`config.mk`:
```
export PLATFORM = sky130hd
export DESIGN_NAME = csi_dt_filter
export DESIGN_NICKNAME = d
export VERILOG_FILES = /design/src/rtl/csi_filt_pkg.sv /design/src/rtl/csi_dt_classifier.sv /design/src/rtl/csi_pkt_tracker.sv /design/src/rtl/csi_dt_filter.sv
export SDC_FILE = /design/constraint.sdc
export NUM_CORES = 1
export LEC_CHECK = 0
export ABC_AREA = 1
export BUFFER_PORTS_ARGS = -buffer_cell sky130_fd_sc_hd__buf_2
export CAP_MARGIN = 0
export CORE_MARGIN = 2
export CORE_UTILIZATION = 41
export CTS_BUF_LIST = sky130_fd_sc_hd__clkbuf_2 sky130_fd_sc_hd__clkbuf_4 sky130_fd_sc_hd__clkbuf_8
export CTS_CLUSTER_DIAMETER = 30
export DETAILED_ROUTE_END_ITERATION = 12
export PLACE_DENSITY = 0.8
export SYNTH_ARGS = -nofsm -noshare
export SYNTH_HDL_FRONTEND = slang
export SYNTH_SLANG_ARGS = --single-unit
```
`constraint.sdc`:
```
create_clock -name clk -period 1.5 [get_ports clk]
set_input_delay 0.075 -clock clk [delete_from_list [all_inputs] [get_ports clk]]
set_output_delay 0.075 -clock clk [all_outputs]
set_load 0.005 [all_outputs]
```
`src/rtl/csi_filt_pkg.sv`:
```
// Shared widths, codes and classification helpers for the CSI-2 type filter.
// Assumes 6-bit data types and 4-bit virtual channel identifiers.
package csi_filt_pkg;
    localparam int DT_W = 6;
    localparam int VC_W = 4;

    typedef logic [DT_W-1:0] dt_t;
    typedef logic [VC_W-1:0] vc_t;

    localparam dt_t DT_RAW8 = 6'h2A;

    // True when the code names one of the selectable pixel formats.
    function automatic logic is_pixel_code(input dt_t dt);
        return (dt == 6'h1E) || (dt == 6'h1F) ||
               ((dt >= 6'h20) && (dt <= 6'h24)) ||
               ((dt >= 6'h28) && (dt <= 6'h2F));
    endfunction

    // True for the user-defined range 0x30..0x37.
    function automatic logic is_user_code(input dt_t dt);
        return dt[5:3] == 3'b110;
    endfunction
endpackage

```
`src/rtl/csi_dt_classifier.sv`:
```
// Decides from one header whether its packet is kept.
// Purely combinational; assumes the caller presents only header fields.
module csi_dt_classifier
    import csi_filt_pkg::*;
#(
    parameter dt_t PIXEL_DT = 6'h2B,
    parameter int  NUM_VC   = 4
) (
    input  dt_t  dt,
    input  vc_t  vc,
    output logic keep,
    output logic vc_bad
);
    localparam logic          CFG_OK = is_pixel_code(PIXEL_DT);
    localparam logic [VC_W:0] VC_LIM = NUM_VC[VC_W:0];

    logic pix_match;

    // Pixel match exists only when the configured code is a legal pixel format.
    generate
        if (CFG_OK) begin : g_pix
            assign pix_match = (dt == PIXEL_DT);
        end else begin : g_nopix
            assign pix_match = 1'b0;
        end
    endgenerate

    // Combine channel range and type classes into one verdict.
    always_comb begin
        vc_bad = ({1'b0, vc} >= VC_LIM);
        keep   = !vc_bad && (pix_match || (dt == DT_RAW8) || is_user_code(dt));
    end
endmodule

```
`src/rtl/csi_pkt_tracker.sv`:
```
// Tracks header/payload position and holds the verdict and sideband of
// the packet in flight. Assumes beat_fire is a completed upstream handshake.
module csi_pkt_tracker
    import csi_filt_pkg::*;
(
    input  logic clk,
    input  logic rst_n,
    input  logic beat_fire,
    input  logic in_last,
    input  logic hdr_keep,
    input  logic hdr_vc_bad,
    input  dt_t  hdr_dt,
    input  vc_t  hdr_vc,
    output logic busy,
    output logic keep_q,
    output dt_t  dt_q,
    output vc_t  vc_q,
    output logic vc_err
);
    // Packet position, held verdict and held sideband.
    always_ff @(posedge clk) begin
        if (!rst_n) begin
            busy   <= 1'b0;
            keep_q <= 1'b0;
            dt_q   <= '0;
            vc_q   <= '0;
        end else if (beat_fire) begin
            if (!busy) begin
                if (!in_last) begin
                    busy   <= 1'b1;
                    keep_q <= hdr_keep;
                    dt_q   <= hdr_dt;
                    vc_q   <= hdr_vc;
                end
            end else if (in_last) begin
                busy <= 1'b0;
            end
        end
    end

    // Sticky channel-range error, cleared only by reset.
    always_ff @(posedge clk) begin
        if (!rst_n) begin
            vc_err <= 1'b0;
        end else if (beat_fire && !busy && hdr_vc_bad) begin
            vc_err <= 1'b1;
        end
    end
endmodule

```
`src/rtl/csi_dt_filter.sv`:
```
// Top of the CSI-2 long packet type filter. Kept packets pass through with
// no added latency; dropped packets are consumed at full rate.
// Assumes the first beat after reset is a header.
module csi_dt_filter
    import csi_filt_pkg::*;
#(
    parameter dt_t PIXEL_DT = 6'h2B,
    parameter int  NUM_VC   = 4,
    parameter int  DATA_W   = 32
) (
    input  logic              clk,
    input  logic              rst_n,
    input  logic              in_valid,
    output logic              in_ready,
    input  logic [DATA_W-1:0] in_data,
    input  logic              in_last,
    output logic              out_valid,
    input  logic              out_ready,
    output logic [DATA_W-1:0] out_data,
    output logic              out_last,
    output logic [DT_W-1:0]   out_dt,
    output logic [VC_W-1:0]   out_vc,
    output logic              vc_err
);
    localparam int DT_LSB = 0;
    localparam int VC_LSB = 8;

    dt_t  hdr_dt;
    vc_t  hdr_vc;
    logic hdr_keep, hdr_vc_bad;
    logic busy, keep_q, cur_keep, beat_fire;
    dt_t  dt_q;
    vc_t  vc_q;

    // Header field extraction.
    always_comb begin
        hdr_dt = in_data[DT_LSB +: DT_W];
        hdr_vc = in_data[VC_LSB +: VC_W];
    end

    csi_dt_classifier #(.PIXEL_DT(PIXEL_DT), .NUM_VC(NUM_VC)) u_cls (
        .dt     (hdr_dt),
        .vc     (hdr_vc),
        .keep   (hdr_keep),
        .vc_bad (hdr_vc_bad)
    );

    csi_pkt_tracker u_trk (
        .clk        (clk),
        .rst_n      (rst_n),
        .beat_fire  (beat_fire),
        .in_last    (in_last),
        .hdr_keep   (hdr_keep),
        .hdr_vc_bad (hdr_vc_bad),
        .hdr_dt     (hdr_dt),
        .hdr_vc     (hdr_vc),
        .busy       (busy),
        .keep_q     (keep_q),
        .dt_q       (dt_q),
        .vc_q       (vc_q),
        .vc_err     (vc_err)
    );

    // Route each beat: pass-through when kept, absorb when dropped.
    always_comb begin
        cur_keep  = busy ? keep_q : hdr_keep;
        out_valid = in_valid && cur_keep;
        in_ready  = cur_keep ? out_ready : 1'b1;
        beat_fire = in_valid && in_ready;
        out_data  = in_data;
        out_last  = in_last;
        out_dt    = busy ? dt_q : hdr_dt;
        out_vc    = busy ? vc_q : hdr_vc;
    end
endmodule

```
==> results.tsv, run 1 <==
stage	metric	value	unit
drt	initial drt markers	18	
cells_and_area	Ant. Diodes	0	
critical_path	Critical Path Slowest Stage Cell	dfxtp_2	
cells_and_area	Area Growth Syn to Fin	-2.58	%
grt	total gr overflow	0	
floorplan	Ports	83	
clock_network	CTS Buf Count	3	
clock_network	root buffer cell	clkbuf_4	
critical_path	reg2reg path depth	7	
critical_path	WS Path Type	reg2out	
grt	antenna violations before repair	0	
sta	hold slack	63.4	ps
drt	WL met2	920	µm
synthesis	sequential share of the synthesized area	0.244	
clock_network	Post-CTS Resized	0	
synthesis	synthesized area	1070	µm²
floorplan	core footprint	2480	µm²
drt	metal3 WL	180	µm
clock_network	setup bufs post-CTS	0	
sta	final setup TNS	0	ps
floorplan	Die H	55.1	µm
critical_path	Worst Path Required	1420	ps
sta	Final WS setup	220	ps
sta	Final period util	0.854	
critical_path	sequence of cells on the critical path	inv_2 -> nand2_4 -> nand3_4 -> buf_2	
drt	Routed WL	2050	µm
critical_path	startpoint type of the worst setup path	register	
clock_network	H-tree depth	1	
grt	vias in the first global route	761	
floorplan	Die Span X	55.1	µm
clock_network	CTS tree	yes	
sta	clk_skew	12.1	ps
placement	PortBufs	38	
synthesis	Netlist cell types	21	
clock_network	Bufs on Longest Clock Path	2	
placement	Placement Setup Slack	169	ps
power_and_ir_drop	total power	0.821	mW
grt	GRT Util Overall	0.142	
synthesis	Cells after Synth	166	
outcome	status	completed	
drt	DR top layer	met4	
synthesis	Area contributors post-synth	dfxtp_1 (24%), buf_4 (23%), nand2_1 (13%)	
floorplan	die area	3030	µm²
sta	min cycle time layout	1280	ps
critical_path	Reg-to-Reg End	u_trk.vc_q[1]	
cells_and_area	final instance area	1040	µm²
synthesis	post-synthesis register bit count	13	
power_and_ir_drop	Power per Cell Area	789	nW/µm²
grt	largest net degree at the start of global routing	16	
sta	RSZ-0062 raised after global routing	false	
clock_network	Clock Pin Slew Worst Setup and Hold Paths	80	ps
cells_and_area	Filler cells	287	
hold_path	hold depth	3	
drt	Initial DRT Pass Iterations	4	
critical_path	CP Capture Type	output pin	
hold_path	HP Class	in2reg	
drt	routed length per instance	10.2	µm
grt	first-pass GRT wire length	3090	µm
floorplan	FP Rows	18	
floorplan	Initial Util	0.431	
synthesis	Yosys top cell area share	0.244	
critical_path	reg2reg setup slack	290	ps
sta	Rel. slew slack	0.841	
sta	Max Slew Vio Count	0	
synthesis	syn avg cell area	6.44	µm²
synthesis	yosys warns	0	
synthesis	leading area contributor after synthesis	dfxtp_1	
power_and_ir_drop	VDD IR max	506	µV
drt	routed vias	876	
placement	GP Congestion	0.783	
synthesis	syn nets	203	
critical_path	Crit Path Max Fanout	12	
sta	Hold Vio Cnt, Final	0	
sta	maximum clock frequency	781	MHz
placement	Area after DPL	1010	µm²
drt	mean number of vias per cell	4.38	
placement	Final HPWL DP	1580	µm
drt	# DRC	0	
drt	DRT met1 WL	931	µm
critical_path	FF-to-FF Start	u_trk.busy	
clock_network	hold buffer count at CTS	0	
cells_and_area	Total Nets Final	208	
sta	Slew @ Worst Pin	238	ps
drt	Antenna Nets Post-Route	0	
flow_run	number of max-cap violations	0	
clock_network	clk_lat worst skew	280	ps
critical_path	WP buf/inv	2	
cells_and_area	share of layout cells above drive strength 1	0.300	
sta	# setup viols final	0	
critical_path	critical path's top delay family	flip-flops	
critical_path	critical path arrival	1210	ps
power_and_ir_drop	leak pwr	0.597	nW
hold_path	worst hold start	in_data[8]	
clock_network	# clock sinks	13	
critical_path	slowest cell delay on critical path	430	ps
hold_path	Worst Hold End	u_trk.vc_q[0]	
cells in the final DEF, fill, tap and decap left out, drive strengths merged:
| cell | count |
|---|---|
| a21oi | 2 |
| clkinv | 1 |
| dfxtp | 13 |
| buf | 39 |
| clkbuf | 3 |
| nand4 | 7 |
| nand2 | 40 |
| nor2 | 19 |
| o21ai | 10 |
| nand3b | 1 |
| and3 | 1 |
| nand3 | 4 |
| inv | 30 |
cell type report:
| class | count | area (µm²) | area share |
|---|---|---|---|
| sequential | 13 | 262 | 0.251 |
| clock inverter | 1 | 5.00 | 0.00481 |
| multi-input combinational | 84 | 404 | 0.388 |
| tap | 30 | 37.5 | 0.0361 |
| inverter | 30 | 113 | 0.108 |
| timing repair buffer | 39 | 198 | 0.190 |
| clock buffer | 3 | 22.5 | 0.0216 |
power by group:
part	internal [mW]	switching, mW
clock network	0.0988	0.125
registers	0.371	0.0139
logic	0.0885	0.124
Yosys cell counts:
library cell	instances
nand2_4	1
dfxtp_1	13
and3_1	1
buf_8	1
buf_2	2
nor2_2	1
nand3_4	2
nand2_1	38
inv_2	1
nor2_4	1
nand3_1	2
nand3b_1	1
nand2_2	1
buf_6	1
a21oi_1	2
buf_4	33
o21ai_0	10
nor2_1	17
nand4_1	7
clkbuf_1	2
inv_1	29
kinds of logic after synthesis:
logic type      after synthesis  share of synthesized area
buf+inv                      69                      0.378
simple gates                 72                      0.322
flops                        13                      0.244
compound gates               12                     0.0562
through the flow:
stage / cells / util
2_1_floorplan: 166 / -
3_3_place_gp: 196 / 0.409
3_5_place_dp: 196 / 0.409
4_1_cts: 200 / 0.420
5_1_grt: 200 / 0.420
6_report: 200 / 0.420
sequential cells by signal, summed over array words and instances (netlist names):
signal / flops
u_trk.busy: 1
u_trk.vc_err: 1
u_trk.vc_q: 4
u_trk.dt_q: 6
u_trk.keep_q: 1
worst register-to-register path: stages, from the launching register on:
cell and delay [ps]:
dfxtp_2 430, inv_2 110, nand2_4 90, nand3_4 140, nand3_4 190, nand2_1 70, nand2_1 60, nor2_1 40
metal layers:
| layer | global-route usage | vias to the layer above |
|---|---|---|
| li1 | - | 476 |
| met1 | 0.179 | 365 |
| met2 | 0.218 | 31 |
| met3 | 0.0323 | 4 |
| met4 | 0.0894 | 0 |
| met5 | 0 | - |
worst max path at each step:
stage                start       endpoint  slack [ps]  depth (start not counted)
2_1_floorplan   u_trk.busy   u_trk.keep_q         340                          7
3_3_place_gp   in_data[11]  u_trk.vc_q[0]         210                         11
3_5_place_dp    u_trk.busy  u_trk.vc_q[1]         170                          7
4_1_cts         u_trk.busy       in_ready          70                          4
5_1_grt         u_trk.busy       in_ready         130                          4
6_report        u_trk.busy       in_ready         220                          4
No activity file was read; power rests on OpenSTA's default activity.
==> inputs of run 2 (changes only) <==
==> constraint.sdc (replaced) <==
create_clock -name clk -period 1.35 [get_ports clk]
set_input_delay 0.0675 -clock clk [delete_from_list [all_inputs] [get_ports clk]]
set_output_delay 0.0675 -clock clk [all_outputs]
set_load 0.005 [all_outputs]
==> run 2 against run 1 <==
Worst setup slack lost 130 ps. Worst hold slack got worse by 28 ps. Clock skew fell by 8.4 ps. Clock power increased by 22%. Final cell count up 1.5%. Sequential power is 10% higher. Critical endpoint unchanged.
==> results.tsv, run 2 (same netlist as run 1, synthesis figures left out) <==
stage	metric	value	unit	change
sta	maximum clock frequency	792	MHz	
drt	Initial DRT Pass Iterations	4		unchanged
floorplan	die area	3030	µm²	unchanged
cells_and_area	Area Growth Syn to Fin	0.351	%	
drt	routed vias	891		+1.7%
drt	initial drt markers	5		-13
cells_and_area	final instance area	1070	µm²	+3.0%
cells_and_area	largest reg by FF count	u_trk.dt_q		
critical_path	critical path arrival	1200	ps	about the same
sta	Final period util	0.936		
cells_and_area	Total Nets Final	211		+1.4%
critical_path	CP Capture Type	output pin		
sta	Hold Vio Cnt, Final	0		unchanged
cells_and_area	FF+latch area	264	µm²	+0.96%
clock_network	CTS tree	yes		
grt	vias in the first global route	807		+6.0%
sta	clk_skew	3.70	ps	-8.37 ps
power_and_ir_drop	total power	0.944	mW	+15%
placement	Final HPWL DP	1590	µm	+0.64%
hold_path	Worst Hold End	u_trk.vc_q[1]		
critical_path	startpoint type of the worst setup path	register		
drt	Routed WL	2050	µm	+0.20%
cells_and_area	multi-input logic area	404	µm²	unchanged
clock_network	Clock Pin Slew Worst Setup and Hold Paths	80	ps	about the same
cells_and_area	Layout Utilization	0.433		+0.0126
cells_and_area	Ant. Diodes	0		unchanged
placement	Area after DPL	1030	µm²	+1.5%
clock_network	root buffer cell	clkbuf_4		
sta	min cycle time layout	1260	ps	
clock_network	hold buffer count at CTS	0		unchanged
flow_run	number of max-cap violations	0		unchanged
clock_network	H-tree depth	1		unchanged
cells_and_area	share of layout cells above drive strength 1	0.312		+0.0121
floorplan	Ports	83		unchanged
critical_path	reg2reg setup slack	180	ps	-110 ps
grt	antenna violations before repair	0		unchanged
cells_and_area	Largest regs	u_trk.dt_q: 6 flops, u_trk.vc_q: 4 flops		
critical_path	FF-to-FF Start	u_trk.busy		
sta	RSZ-0062 raised after global routing	false		
critical_path	WS Path Type	reg2out		
outcome	status	completed		
clock_network	Bufs on Longest Clock Path	2		unchanged
drt	mean number of vias per cell	4.39		+0.21%
clock_network	clk_lat worst skew	280	ps	about the same
floorplan	Die H	55.1	µm	unchanged
critical_path	Worst Path Required	1280	ps	-140 ps
clock_network	# clock sinks	13		unchanged
clock_network	CTS Buf Count	3		unchanged
cells_and_area	most frequent cells in the layout	nand2_1 (38), buf_2 (38), inv_1 (29)		
floorplan	FP Rows	18		unchanged
drt	routed length per instance	10.1	µm	-1.3%
power_and_ir_drop	VDD IR max	323	µV	-36%
placement	PortBufs	38		unchanged
power_and_ir_drop	Power per Cell Area	880	nW/µm²	+12%
sta	Rel. slew slack	0.839		-0.00196
floorplan	Initial Util	0.431		unchanged
sta	Slew @ Worst Pin	241	ps	+2.93 ps
grt	first-pass GRT wire length	3340	µm	+8.0%
floorplan	Die Span X	55.1	µm	unchanged
cells_and_area	Filler cells	286		-0.35%
drt	# DRC	0		unchanged
placement	GP Congestion	0.765		-2.4%
floorplan	core footprint	2480	µm²	unchanged
grt	largest net degree at the start of global routing	16		unchanged
critical_path	Reg-to-Reg End	u_trk.keep_q		
cells_and_area	max reg flops	6		unchanged
hold_path	hold depth	3		unchanged
sta	# setup viols final	0		unchanged
critical_path	Crit Path Max Fanout	8		-4
hold_path	HP Class	in2reg		
critical_path	reg2reg path depth	6		-1
grt	GRT Util Overall	0.154		+0.0124
sta	final setup TNS	0	ps	unchanged
grt	total gr overflow	0		unchanged
hold_path	worst hold start	in_data[9]		
drt	Antenna Nets Post-Route	0		unchanged
power_and_ir_drop	leak pwr	0.614	nW	+2.9%
sta	Max Slew Vio Count	0		unchanged
-- run 2: cell types whose count changed in the layout (fill, tap and decap cells not counted), sizes merged --
cell and delta:
buf +3, clkbuf +1, clkinv -1
-- run 2: power by group --
group	internal, mW	switching [mW]	total (mW)
combinational	0.106	0.140	0.245
sequential	0.412	0.0136	0.425
clock	0.135	0.138	0.273
total	0.652	0.292	0.944
-- run 2: per-layer routing --
metal | part of all wire | GRT usage
met2 | 0.45 | 0.238
met1 | 0.45 | 0.189
met4 | 0.014 | 0.102
met5 | 0 | 0
met3 | 0.082 | 0.0403
-- run 2: worst max-delay path by stage --
stage                          start  slack [ps]             to  depth (start not counted)
after CTS                 u_trk.busy          40       in_ready                          5
after global routing      u_trk.busy          10       in_ready                          5
after floorplan           u_trk.busy         190   u_trk.keep_q                          7
after detailed placement  u_trk.busy          80  u_trk.dt_q[3]                          6
final                     u_trk.busy          90       in_ready                          5
after global placement    u_trk.busy         110   u_trk.keep_q                          5
-- run 2: final cells by class --
| class | count | area share |
|---|---|---|
| Clock buffer | 4 | 0.0280 |
| Inverter | 30 | 0.105 |
| Multi-Input combinational cell | 84 | 0.377 |
| Sequential cell | 13 | 0.246 |
| Tap cell | 30 | 0.0350 |
| Timing Repair Buffer | 42 | 0.209 |
-- run 2: critical path: stages, from the launching register on --
cell	delay, ps
dfxtp_4	390
inv_2	80
nand2_4	80
nand3_4	100
buf_6	150
buf_2	120
-- run 2: repair_timing --
action / 4_1_cts / 5_1_grt
setup endpoints to repair: 1 / 1
buffers inserted: 0 / 1
endpoints found under the hold margin: 0 / 0
gates resized for setup: 2 / 1
-- run 2: per-stage QoR --
step / setup WS (ps) / hold WS [ps] / std cells
global route: 12.7 / 58.6 / 203
detailed placement: 83.3 / 135 / 198
finish: 86.6 / 35.6 / 203
CTS: 38.3 / 36.2 / 202
floorplan: 192 / 189 / 166
global placement: 111 / 135 / 198
